[config.mk]
export PLATFORM = sky130hd
export DESIGN_NAME = pwrdn_clk_ctrl
export DESIGN_NICKNAME = d
export VERILOG_FILES = /design/src/rtl/pdc_pkg.sv /design/src/rtl/pdc_sync.sv /design/src/rtl/pdc_seq.sv /design/src/rtl/pdc_div.sv /design/src/rtl/pwrdn_clk_ctrl.sv
export SDC_FILE = /design/constraint.sdc
export NUM_CORES = 1
export LEC_CHECK = 0
export ABC_AREA = 1
export BUFFER_PORTS_ARGS = -buffer_cell sky130_fd_sc_hd__buf_4
export CELL_PAD_IN_SITES_DETAIL_PLACEMENT = 1
export CELL_PAD_IN_SITES_GLOBAL_PLACEMENT = 2
export CORE_MARGIN = 10
export CORE_UTILIZATION = 32
export CTS_BUF_LIST = sky130_fd_sc_hd__clkbuf_8 sky130_fd_sc_hd__clkbuf_16
export DETAILED_ROUTE_END_ITERATION = 8
export PLACE_DENSITY_LB_ADDON = 0.1
export SLEW_MARGIN = 20
export SYNTH_ARGS = -nofsm -noshare
export SYNTH_HDL_FRONTEND = slang
export SYNTH_HIERARCHICAL = 1
export SYNTH_SLANG_ARGS = --single-unit
export TNS_END_PERCENT = 1
[constraint.sdc]
create_clock -name clk -period 1.55 [get_ports clk]
set_input_delay 0.155 -clock clk [delete_from_list [all_inputs] [get_ports clk]]
set_output_delay 0.155 -clock clk [all_outputs]
set_load 0.01 [all_outputs]
[src/rtl/pdc_pkg.sv]
package pdc_pkg;
  typedef enum logic [1:0] {
    ST_PDOWN = 2'd0,
    ST_ARMED = 2'd1,
    ST_WAIT  = 2'd2,
    ST_RUN   = 2'd3
  } pdc_state_e;
endpackage

[src/rtl/pdc_sync.sv]
module pdc_sync #(
  parameter int          STAGES  = 2,
  parameter int          WIDTH   = 2,
  parameter logic [31:0] RST_VAL = '1
) (
  input  logic             clk,
  input  logic             arst_n,
  input  logic [WIDTH-1:0] d,
  output logic [WIDTH-1:0] q
);
  logic [WIDTH-1:0] stage_q [STAGES];

  genvar g;
  generate
    for (g = 0; g < STAGES; g++) begin : g_stage
      always_ff @(posedge clk or negedge arst_n) begin
        if (!arst_n) stage_q[g] <= RST_VAL[WIDTH-1:0];
        else if (g == 0) stage_q[g] <= d;
        else stage_q[g] <= stage_q[(g == 0) ? 0 : g-1];
      end
    end
  endgenerate

  assign q = stage_q[STAGES-1];
endmodule

[src/rtl/pdc_seq.sv]
module pdc_seq
  import pdc_pkg::*;
#(
  parameter int STABLE_CYCLES = 1000000
) (
  input  logic clk,
  input  logic arst_n,
  input  logic rst_pin_n,
  input  logic pd_pin_n,
  input  logic osc_stable,
  output logic osc_en,
  output logic run
);
  localparam int CW = $clog2(STABLE_CYCLES + 1);
  localparam logic [CW-1:0] CNT_DONE = CW'(STABLE_CYCLES);

  pdc_state_e state_q, state_d;
  logic [CW-1:0] cnt_q, cnt_d;
  logic          cnt_done;

  assign cnt_done = (cnt_q == CNT_DONE);

  always_comb begin
    state_d = state_q;
    unique case (state_q)
      ST_PDOWN: if (pd_pin_n) state_d = ST_ARMED;
      ST_ARMED: begin
        if (!pd_pin_n)       state_d = ST_PDOWN;
        else if (!rst_pin_n) state_d = ST_WAIT;
      end
      ST_WAIT: begin
        if (!pd_pin_n) state_d = ST_PDOWN;
        else if (rst_pin_n && cnt_done && osc_stable) state_d = ST_RUN;
      end
      ST_RUN: begin
        if (!pd_pin_n)       state_d = ST_PDOWN;
        else if (!rst_pin_n) state_d = ST_WAIT;
      end
      default: state_d = ST_PDOWN;
    endcase
  end

  always_comb begin
    if (state_q != ST_WAIT || state_d != ST_WAIT) cnt_d = '0;
    else if (cnt_done)                            cnt_d = cnt_q;
    else                                          cnt_d = cnt_q + 1'b1;
  end

  always_ff @(posedge clk or negedge arst_n) begin
    if (!arst_n) begin
      state_q <= ST_WAIT;
      cnt_q   <= '0;
    end else begin
      state_q <= state_d;
      cnt_q   <= cnt_d;
    end
  end

  assign osc_en = (state_q == ST_WAIT) || (state_q == ST_RUN);
  assign run    = (state_q == ST_RUN);

  // release only after a completed settling count
  p_hold_until_count_r1: assert property (@(posedge clk) disable iff (!arst_n)
    $rose(run) |-> $past(cnt_done));
  // no release while the oscillator is unstable
  p_wait_stable_r8: assert property (@(posedge clk) disable iff (!arst_n)
    (state_q == ST_WAIT && !osc_stable) |=> !run);
  // power-down pin forces the power-down state
  p_pd_enter_r2: assert property (@(posedge clk) disable iff (!arst_n)
    !pd_pin_n |=> (state_q == ST_PDOWN));
  // power-down never wakes straight into the settling wait
  p_no_direct_wake_r3: assert property (@(posedge clk) disable iff (!arst_n)
    (state_q == ST_PDOWN) |=> !osc_en);
  // reset pin while running restarts the wait from zero
  p_rerun_r9: assert property (@(posedge clk) disable iff (!arst_n)
    (run && pd_pin_n && !rst_pin_n) |=> (state_q == ST_WAIT && cnt_q == '0));
endmodule

[src/rtl/pdc_div.sv]
module pdc_div #(
  parameter int DIV_W = 8
) (
  input  logic clk,
  input  logic arst_n,
  input  logic en,
  output logic tick
);
  logic [DIV_W-1:0] cnt_q, cnt_d;

  always_comb begin
    if (!en) cnt_d = '0;
    else     cnt_d = cnt_q + 1'b1;
  end

  always_ff @(posedge clk or negedge arst_n) begin
    if (!arst_n) cnt_q <= '0;
    else         cnt_q <= cnt_d;
  end

  assign tick = en && (cnt_q == '1);

  // a tick is never followed by another tick
  p_tick_single_r4: assert property (@(posedge clk) disable iff (!arst_n)
    tick |=> !tick);
  // an enabled counter restarts at zero after a tick
  p_tick_wrap_r4: assert property (@(posedge clk) disable iff (!arst_n)
    (tick && en) |=> (cnt_q == '0));
endmodule

[src/rtl/pwrdn_clk_ctrl.sv]
module pwrdn_clk_ctrl #(
  parameter int NUM_UNITS     = 4,
  parameter int STABLE_CYCLES = 1000000,
  parameter int DIV_W         = 8,
  parameter int SYNC_STAGES   = 2
) (
  input  logic                 clk,
  input  logic                 arst_n,
  input  logic                 ext_rst_n,
  input  logic                 pdwn_n,
  input  logic                 osc_stable,
  input  logic                 fw_div_wr,
  input  logic                 fw_div_on,
  input  logic                 fw_stop_wr,
  input  logic [NUM_UNITS-1:0] fw_stop_mask,
  output logic                 osc_en,
  output logic                 core_rst_n,
  output logic                 core_ce,
  output logic [NUM_UNITS-1:0] unit_ce
);
  logic [1:0]           pins_s;
  logic                 run;
  logic                 div_q, div_d;
  logic [NUM_UNITS-1:0] stop_q, stop_d;
  logic                 tick;

  pdc_sync #(.STAGES(SYNC_STAGES), .WIDTH(2), .RST_VAL(32'h3)) u_sync (
    .clk    (clk),
    .arst_n (arst_n),
    .d      ({pdwn_n, ext_rst_n}),
    .q      (pins_s)
  );

  pdc_seq #(.STABLE_CYCLES(STABLE_CYCLES)) u_seq (
    .clk        (clk),
    .arst_n     (arst_n),
    .rst_pin_n  (pins_s[0]),
    .pd_pin_n   (pins_s[1]),
    .osc_stable (osc_stable),
    .osc_en     (osc_en),
    .run        (run)
  );

  always_comb begin
    div_d  = div_q;
    stop_d = stop_q;
    if (!run) begin
      div_d  = 1'b0;
      stop_d = '0;
    end else begin
      if (fw_div_wr)  div_d  = fw_div_on;
      if (fw_stop_wr) stop_d = fw_stop_mask;
    end
  end

  always_ff @(posedge clk or negedge arst_n) begin
    if (!arst_n) begin
      div_q  <= 1'b0;
      stop_q <= '0;
    end else begin
      div_q  <= div_d;
      stop_q <= stop_d;
    end
  end

  pdc_div #(.DIV_W(DIV_W)) u_div (
    .clk    (clk),
    .arst_n (arst_n),
    .en     (run && div_q),
    .tick   (tick)
  );

  assign core_rst_n = run;
  assign core_ce    = run && (div_q ? tick : 1'b1);
  assign unit_ce    = {NUM_UNITS{core_ce}} & ~stop_q;

  // a firmware write lands in the stop mask one cycle later
  p_stop_load_r5: assert property (@(posedge clk) disable iff (!arst_n)
    (run && fw_stop_wr) |=> (stop_q == $past(fw_stop_mask)));
  // settings sit at defaults whenever the core is not running
  p_defaults_r6: assert property (@(posedge clk) disable iff (!arst_n)
    !run |=> (stop_q == '0 && !div_q));
  // no enable reaches the core or units outside the running state
  p_no_ce_r2: assert property (@(posedge clk) disable iff (!arst_n)
    !core_rst_n |-> (!core_ce && unit_ce == '0));
endmodule

==> key figures, run 1 <==
Outcome
  • Outcome: complete, but fails checks
  • Failing checks: setup timing

Timing
  • Max-slew headroom: 65.4%
  • Fin crit period: 1.74 ns
  • Worst setup margin: -0.190 ns
  • Final setup fails: 5
  • Final Hold Viols: 0
  • Period utilization: 112%
  • Skew final: 0.00469 ns
  • Hold Worst Slack: 0.0972 ns
  • RSZ-0062 raised after global routing: yes
  • Final TNS setup: -0.828 ns
  • Fmax: 575 MHz
  • Slew @ Worst Pin: 0.519 ns
  • Final Slew Violations: 0

Floorplan
  • Die width: 103 µm
  • Placeable Area: 6720 µm²
  • Initial Utilization: 32.6%
  • Site Rows: 30
  • Die ar.: 10,600 µm²
  • Die height: 103 µm
  • I/O pin total: 19

Critical path
  • CP arrival: 1.58 ns
  • Worst Setup Start Kind: flip-flop
  • Critical Path RT: 1.39 ns
  • CP Max Fanout: 5
  • Crit Path Class: reg2out
  • Worst setup EP type: output port

Power
  • Power Internal: 1.77 mW
  • Peak supply drop: 0.342 mV
  • Switching share of power: 21.6%
  • Comb pwr share: 8.5%
  • Clock Power Share: 44.8%
  • Static leakage: 1.14 nW
  • Sequential share of power: 46.7%
  • Switching pwr: 0.486 mW
  • PwrDens: 813 nW/µm²

Cells and area
  • Share of cells above drive strength 1: 37.5%
  • Layout Area Growth over Synthesis: 26.4%
  • Nets: 318
  • Number of diodes: 0

Logic synthesis
  • Prevailing post-synth register cell: dfrtp_1
  • Mapped cell area: 2190 µm²
  • Top cells by area, synth: dfrtp_1 39%, nand2_1 9.9%, nor2_2 7.1%
  • Yosys cell types: 28
  • Area leader, netlist: dfrtp_1
  • Post-synthesis simple-gate area fraction: 37.4%
  • Post-synthesis compound-gate area fraction: 2.34%
  • Number of synthesized flops with an enable pin: 0
  • Post-synthesis sequential area ratio: 44.8%
  • Yosys top cell area share: 38.8%
  • Asr flop ratio synth: 100%
  • Multiplexer share of the synthesized area: 0%
  • #FFs+latches synth: 39
  • Syn Nets: 278
  • Syn. warnings: 6
  • Synth cell count leaders: 58 x nand2_1, 34 x dfrtp_1, 32 x nor2_1
  • Post-synthesis xor/xnor area fraction: 6.00%
  • Mapped Cells: 263
  • Synth Area in Adders: 1.71%
  • Largest family of logic cells by synthesized area: simple AND/OR/NAND/NOR gates
  • Average cell area after synthesis: 8.33 µm²
  • Most frequent cell after synthesis: nand2_1

Detailed routing
  • Vias: 1,740
  • DRT antenna net count: 0
  • Final wirelength: 5.24 mm
  • Initial DRC count: 46
  • DR pass1 iterations: 4
  • Avg Vias per Cell: 4.53
  • WL/cell: 13.7 µm
  • Drt drc: 0

Placed design
  • Port Buf Inserts: 18
  • Detail Placement HPWL: 4.05 mm
  • Final GP Congestion: 0.764

Clock tree
  • CTS H-tree depth: 2
  • CTS Root Cell: clkbuf_8
  • CTS Sinks: 39
  • CTS Buf Count: 5
  • CTS tree: built
  • Latest clock arrival within the worst-skew pair: 0.29 ns
  • Reg clk slew, reported paths: 0.08 ns
  • Clk buf depth: 2

GRT
  • Gr usage total: 11.0%
  • Initial antenna violation count: 0
  • First-pass GRT wire length: 9.12 mm
  • Vias in the first global route: 1,870
  • Remaining Overflow, GRT: 0
  • Largest net degree at the start of global routing: 40

Run
  • Max Cap Viol: 0

Min path
  • Worst hold-check path type: in2reg
-- logic make-up (layout without fill, tap and decap cells) --
group	Yosys count	count (layout)
compound gates	9	9
xor+xnor	15	15
fa+ha+maj	3	3
buf+inv	37	78
flops	39	39
simple gates	160	160
-- critical path, stage by stage, from the launching register on --
cell,delay [ns]
dfstp_2,0.54
nand2_2,0.05
inv_2,0.05
nand2_2,0.04
inv_2,0.06
nand2_2,0.04
nor2_2,0.07
inv_1,0.05
nand2_2,0.07
nand2_4,0.10
nor2_4,0.12
buf_6,0.10
-- state kept, by name, indices dropped and copies added, names as in the netlist --
register,flops
u_seq/cnt_q,20
u_seq/state_q,2
stop_q,4
u_sync/q,2
div_q,1
u_sync/stage_q,2
u_div/cnt_q,8
-- layout make-up --
| type | count | area [µm²] |
|---|---|---|
| Clock buffer | 5 | 68.8 |
| Clock inverter | 3 | 63.8 |
| Fill cell | 819 | 3950 |
| Inverter | 31 | 116 |
| Multi-Input combinational cell | 187 | 1090 |
| Sequential cell | 39 | 982 |
| Tap cell | 80 | 100 |
| Timing Repair Buffer | 39 | 344 |
-- through the flow --
step / std cells / setup WS, ns / power [mW] / area, µm² / utilization, %
after floorplan: 263 / -0.0113 / 1.15 / 2230 / -
after detailed placement: 371 / 0.0291 / 1.25 / 2560 / 38.1
after CTS: 383 / -0.242 / 2.31 / 2760 / 41.0
after global placement: 371 / 0.0679 / 1.25 / 2560 / 38.1
after global routing: 384 / -0.342 / 2.37 / 2770 / 41.2
final: 384 / -0.190 / 2.25 / 2770 / 41.2
-- power groups by stage --
stage	Combinational [mW]	Sequential, mW	Clock, mW
after global placement	0.185	1.07	0
final	0.192	1.05	1.01
after detailed placement	0.184	1.07	0
after floorplan	0.0827	1.07	0
after CTS	0.199	1.05	1.06
after global routing	0.216	1.05	1.10
-- metal layers --
layer  routed length, µm  global-route usage [%]  vias up
met4                  36                    3.53        0
met5                   0                       0        -
li1                    -                       -      886
met2                2650                    18.7       17
met1                2390                    13.5      833
met3                 165                    2.21        4
-- timing repair --
action | in CTS | in global routing
buffers inserted | 1 | 1
hold endpoints to repair | 36 | 0
pin swaps | 3 | 7
endpoints found under the setup margin | 6 | 25
gates resized for setup | 8 | 4
hold buffers | 3 | 0
-- cell usage in the layout (no fill, tap or decap), drive strengths merged --
cell / count
and2: 1
bufinv: 2
o22ai: 1
clkinv: 1
nand3b: 2
o21ai: 3
xnor2: 5
nand3: 16
dlygate4sd3: 3
o31ai: 1
nor2: 64
xor2: 10
clkbuf: 5
nand4: 6
inv: 31
dfrtp: 34
buf: 36
dfstp: 5
a21oi: 3
nand2: 66
ha: 3
o21a: 1
nor3: 5
-- worst paths after layout --
kind | start | end | slack (ns) | cells after the start
min reg2reg | u_sync/stage_q[3] | u_sync/q[1] | 0.36 | 0
max | u_seq/state_q[1] | unit_ce[0] | -0.19 | 11
min in group asynchronous | arst_n | u_seq/cnt_q[2] | 0.39 | 2
max in group asynchronous | arst_n | u_sync/stage_q[3] | 0.79 | 2
min | fw_stop_mask[3] | stop_q[3] | 0.1 | 3
max reg2reg | u_seq/cnt_q[1] | u_seq/cnt_q[16] | 0.06 | 7
Power figures use the tool's default switching activity.
==> run 2: changes to the inputs <==
==> constraint.sdc (replaced) <==
create_clock -name clk -period 1.4 [get_ports clk]
set_input_delay 0.14 -clock clk [delete_from_list [all_inputs] [get_ports clk]]
set_output_delay 0.14 -clock clk [all_outputs]
set_load 0.01 [all_outputs]
==> key figures, run 2 (synthesis gave the netlist of run 1 again) <==
Critical path
  • CP startpoint: u_seq/state_q[1]
  • Reg-to-reg startpoint: u_div/cnt_q[1]
  • Worst Setup Start Kind: flip-flop
  • Reg2reg setup slack: -0.27 ns (-0.33 ns)
  • Worst r2r path cells: 11 (+4)
  • Critical path endpoint: unit_ce[0]
  • CP Max Fanout: 5 (unchanged)
  • CP arrival: 1.57 ns (about the same)
  • Worst setup EP type: output port
  • Reg2reg end: u_div/cnt_q[4]
  • Crit Path Class: reg2out
  • Critical Path RT: 1.26 ns (-0.13 ns)

GRT
  • Vias in the first global route: 2,015 (+7.8%)
  • Largest net degree at the start of global routing: 40 (unchanged)
  • Remaining Overflow, GRT: 0 (unchanged)
  • Initial antenna violation count: 0 (unchanged)
  • Gr usage total: 11.2% (+0.26 points)
  • First-pass GRT wire length: 9.40 mm (+3.0%)

Detailed routing
  • WL/cell: 12.9 µm (-5.2%)
  • Drt drc: 0 (unchanged)
  • Initial DRC count: 22 (-52%)
  • Final wirelength: 5.34 mm (+1.9%)
  • DRT antenna net count: 0 (unchanged)
  • DR pass1 iterations: 3 (-1)
  • Avg Vias per Cell: 4.42 (-2.4%)
  • Vias: 1,827 (+5.0%)

Placed design
  • Detail Placement HPWL: 4.24 mm (+4.8%)
  • Final GP Congestion: 0.757 (-0.99%)
  • Port Buf Inserts: 18 (unchanged)
  • Placed instance count: 397 (+7.0%)

Clock tree
  • CTS Root Cell: clkbuf_8
  • Latest clock arrival within the worst-skew pair: 0.29 ns (about the same)
  • Reg clk slew, reported paths: 0.08 ns (about the same)
  • Clk buf depth: 2 (unchanged)
  • CTS Buf Count: 5 (unchanged)
  • CTS H-tree depth: 2 (unchanged)
  • CTS tree: built
  • CTS Sinks: 39 (unchanged)

Run
  • Max Cap Viol: 0 (unchanged)

Timing
  • Slew @ Worst Pin: 0.506 ns (-0.0139 ns)
  • Max-slew headroom: 66.3% (+0.93 points)
  • RSZ-0062 raised after global routing: yes
  • Final Slew Violations: 0 (unchanged)
  • Fin crit period: 1.71 ns
  • Final Hold Viols: 0 (unchanged)
  • Final TNS setup: -3.56 ns (-2.73 ns)
  • Hold Worst Slack: 0.0834 ns (-0.0137 ns)
  • Worst setup margin: -0.308 ns (-0.118 ns)
  • Skew final: 0.00625 ns (+0.00156 ns)
  • Period utilization: 122%
  • Fmax: 586 MHz
  • Final setup fails: 27 (+22)

Power
  • Switching share of power: 21.5% (-0.12 points)
  • PwrDens: 831 nW/µm² (+2.2%)
  • Switching pwr: 0.535 mW (+10%)
  • Sequential share of power: 46.6% (about the same)
  • Comb pwr share: 8.7% (+0.2 points)
  • Power Internal: 1.96 mW (+11%)
  • Peak supply drop: 0.333 mV (-2.5%)
  • Static leakage: 1.28 nW (+13%)
  • Clock Power Share: 44.7% (about the same)

Min path
  • Worst hold-check path type: in2reg
  • Hold path cells: 3 (unchanged)
  • HP Start: fw_stop_mask[3]

Floorplan
  • Initial Utilization: 32.6% (unchanged)
  • Die width: 103 µm (unchanged)
  • Die height: 103 µm (unchanged)
  • I/O pin total: 19 (unchanged)
  • Site Rows: 30 (unchanged)
  • Die ar.: 10,600 µm² (unchanged)
  • Placeable Area: 6720 µm² (unchanged)

Cells and area
  • Share of cells above drive strength 1: 44.1% (+6.6 points)
  • Biggest regs: u_seq/cnt_q: 20 flops, u_div/cnt_q: 8 flops, stop_q: 4 flops
  • Layout Area Growth over Synthesis: 37.0%
  • Largest Register: u_seq/cnt_q
  • Most common cell after layout, fill and taps aside: buf_4
  • Commonest cells after routing, fill and taps aside: 58 x buf_4, 52 x nand2_1, 34 x dfrtp_1
  • Number of diodes: 0 (unchanged)
  • Fillers: 835 (+2.0%)
  • Cell Count, Final, Fillers Out: 413 (+7.6%)
  • Fin util: 44.7% (+3.4 points)
  • Max reg flops: 20 (unchanged)
  • Nets: 347 (+9.1%)

Outcome
  • Outcome: complete, but fails checks
  • Failing checks: setup timing
## run 2: timing repair
action	CTS	global route
setup buffers	5	0
hold endpoints to repair	36	0
hold buffers	3	0
gates resized for setup	11	6
endpoints found under the setup margin	26	29
pin swaps	5	2
gates cloned	0	0
## run 2: worst max-delay path, cell delays in order, from the launching register on
cell	delay (ns)
dfstp_2	0.54
nand2_2	0.05
inv_2	0.05
nand2_2	0.04
inv_2	0.05
nand2_2	0.04
nor2_1	0.08
inv_1	0.05
nand2_2	0.07
nand2_4	0.10
nor2_4	0.10
buf_6	0.10
## run 2: worst min-delay path by stage
stage                                end  slack, ns
after floorplan                    div_q      -0.16
after global placement    u_seq/cnt_q[0]       0.15
after detailed placement  u_seq/cnt_q[0]       0.15
after CTS                      stop_q[3]       0.07
after global routing           stop_q[3]       0.09
final                          stop_q[3]       0.08
## run 2: layout make-up
cell class | count | area [µm²] | area share, %
Clock inverter | 3 | 63.8 | 2.13
Multi-Input combinational cell | 187 | 1110 | 36.9
Tap cell | 80 | 100 | 3.34
Sequential cell | 39 | 982 | 32.7
Inverter | 31 | 116 | 3.88
Clock buffer | 5 | 68.8 | 2.29
Timing Repair Buffer | 68 | 562 | 18.7
## run 2: power by group through the flow
stage / logic, mW / clock network (mW) / registers, mW
floorplan: 0.0915 / 0 / 1.19
global placement: 0.205 / 0 / 1.18
detailed placement: 0.207 / 0 / 1.18
CTS: 0.224 / 1.17 / 1.16
global route: 0.242 / 1.21 / 1.17
finish: 0.217 / 1.11 / 1.16
## run 2: routing by layer
layer / vias up / wire length [µm] / GRT usage, %
met4: 0 / 49 / 2.57
met3: 5 / 170 / 2.68
met2: 16 / 2770 / 20.5
li1: 949 / - / -
met5: - / 0 / 0
met1: 857 / 2350 / 12.9
## run 2: per-stage QoR
step,setup WS (ns),area [µm²],total power [mW]
final,-0.308,3000,2.49
after global routing,-0.452,3000,2.61
after floorplan,-0.146,2230,1.28
after global placement,-0.0827,2750,1.39
after CTS,-0.341,2990,2.55
after detailed placement,-0.132,2750,1.39
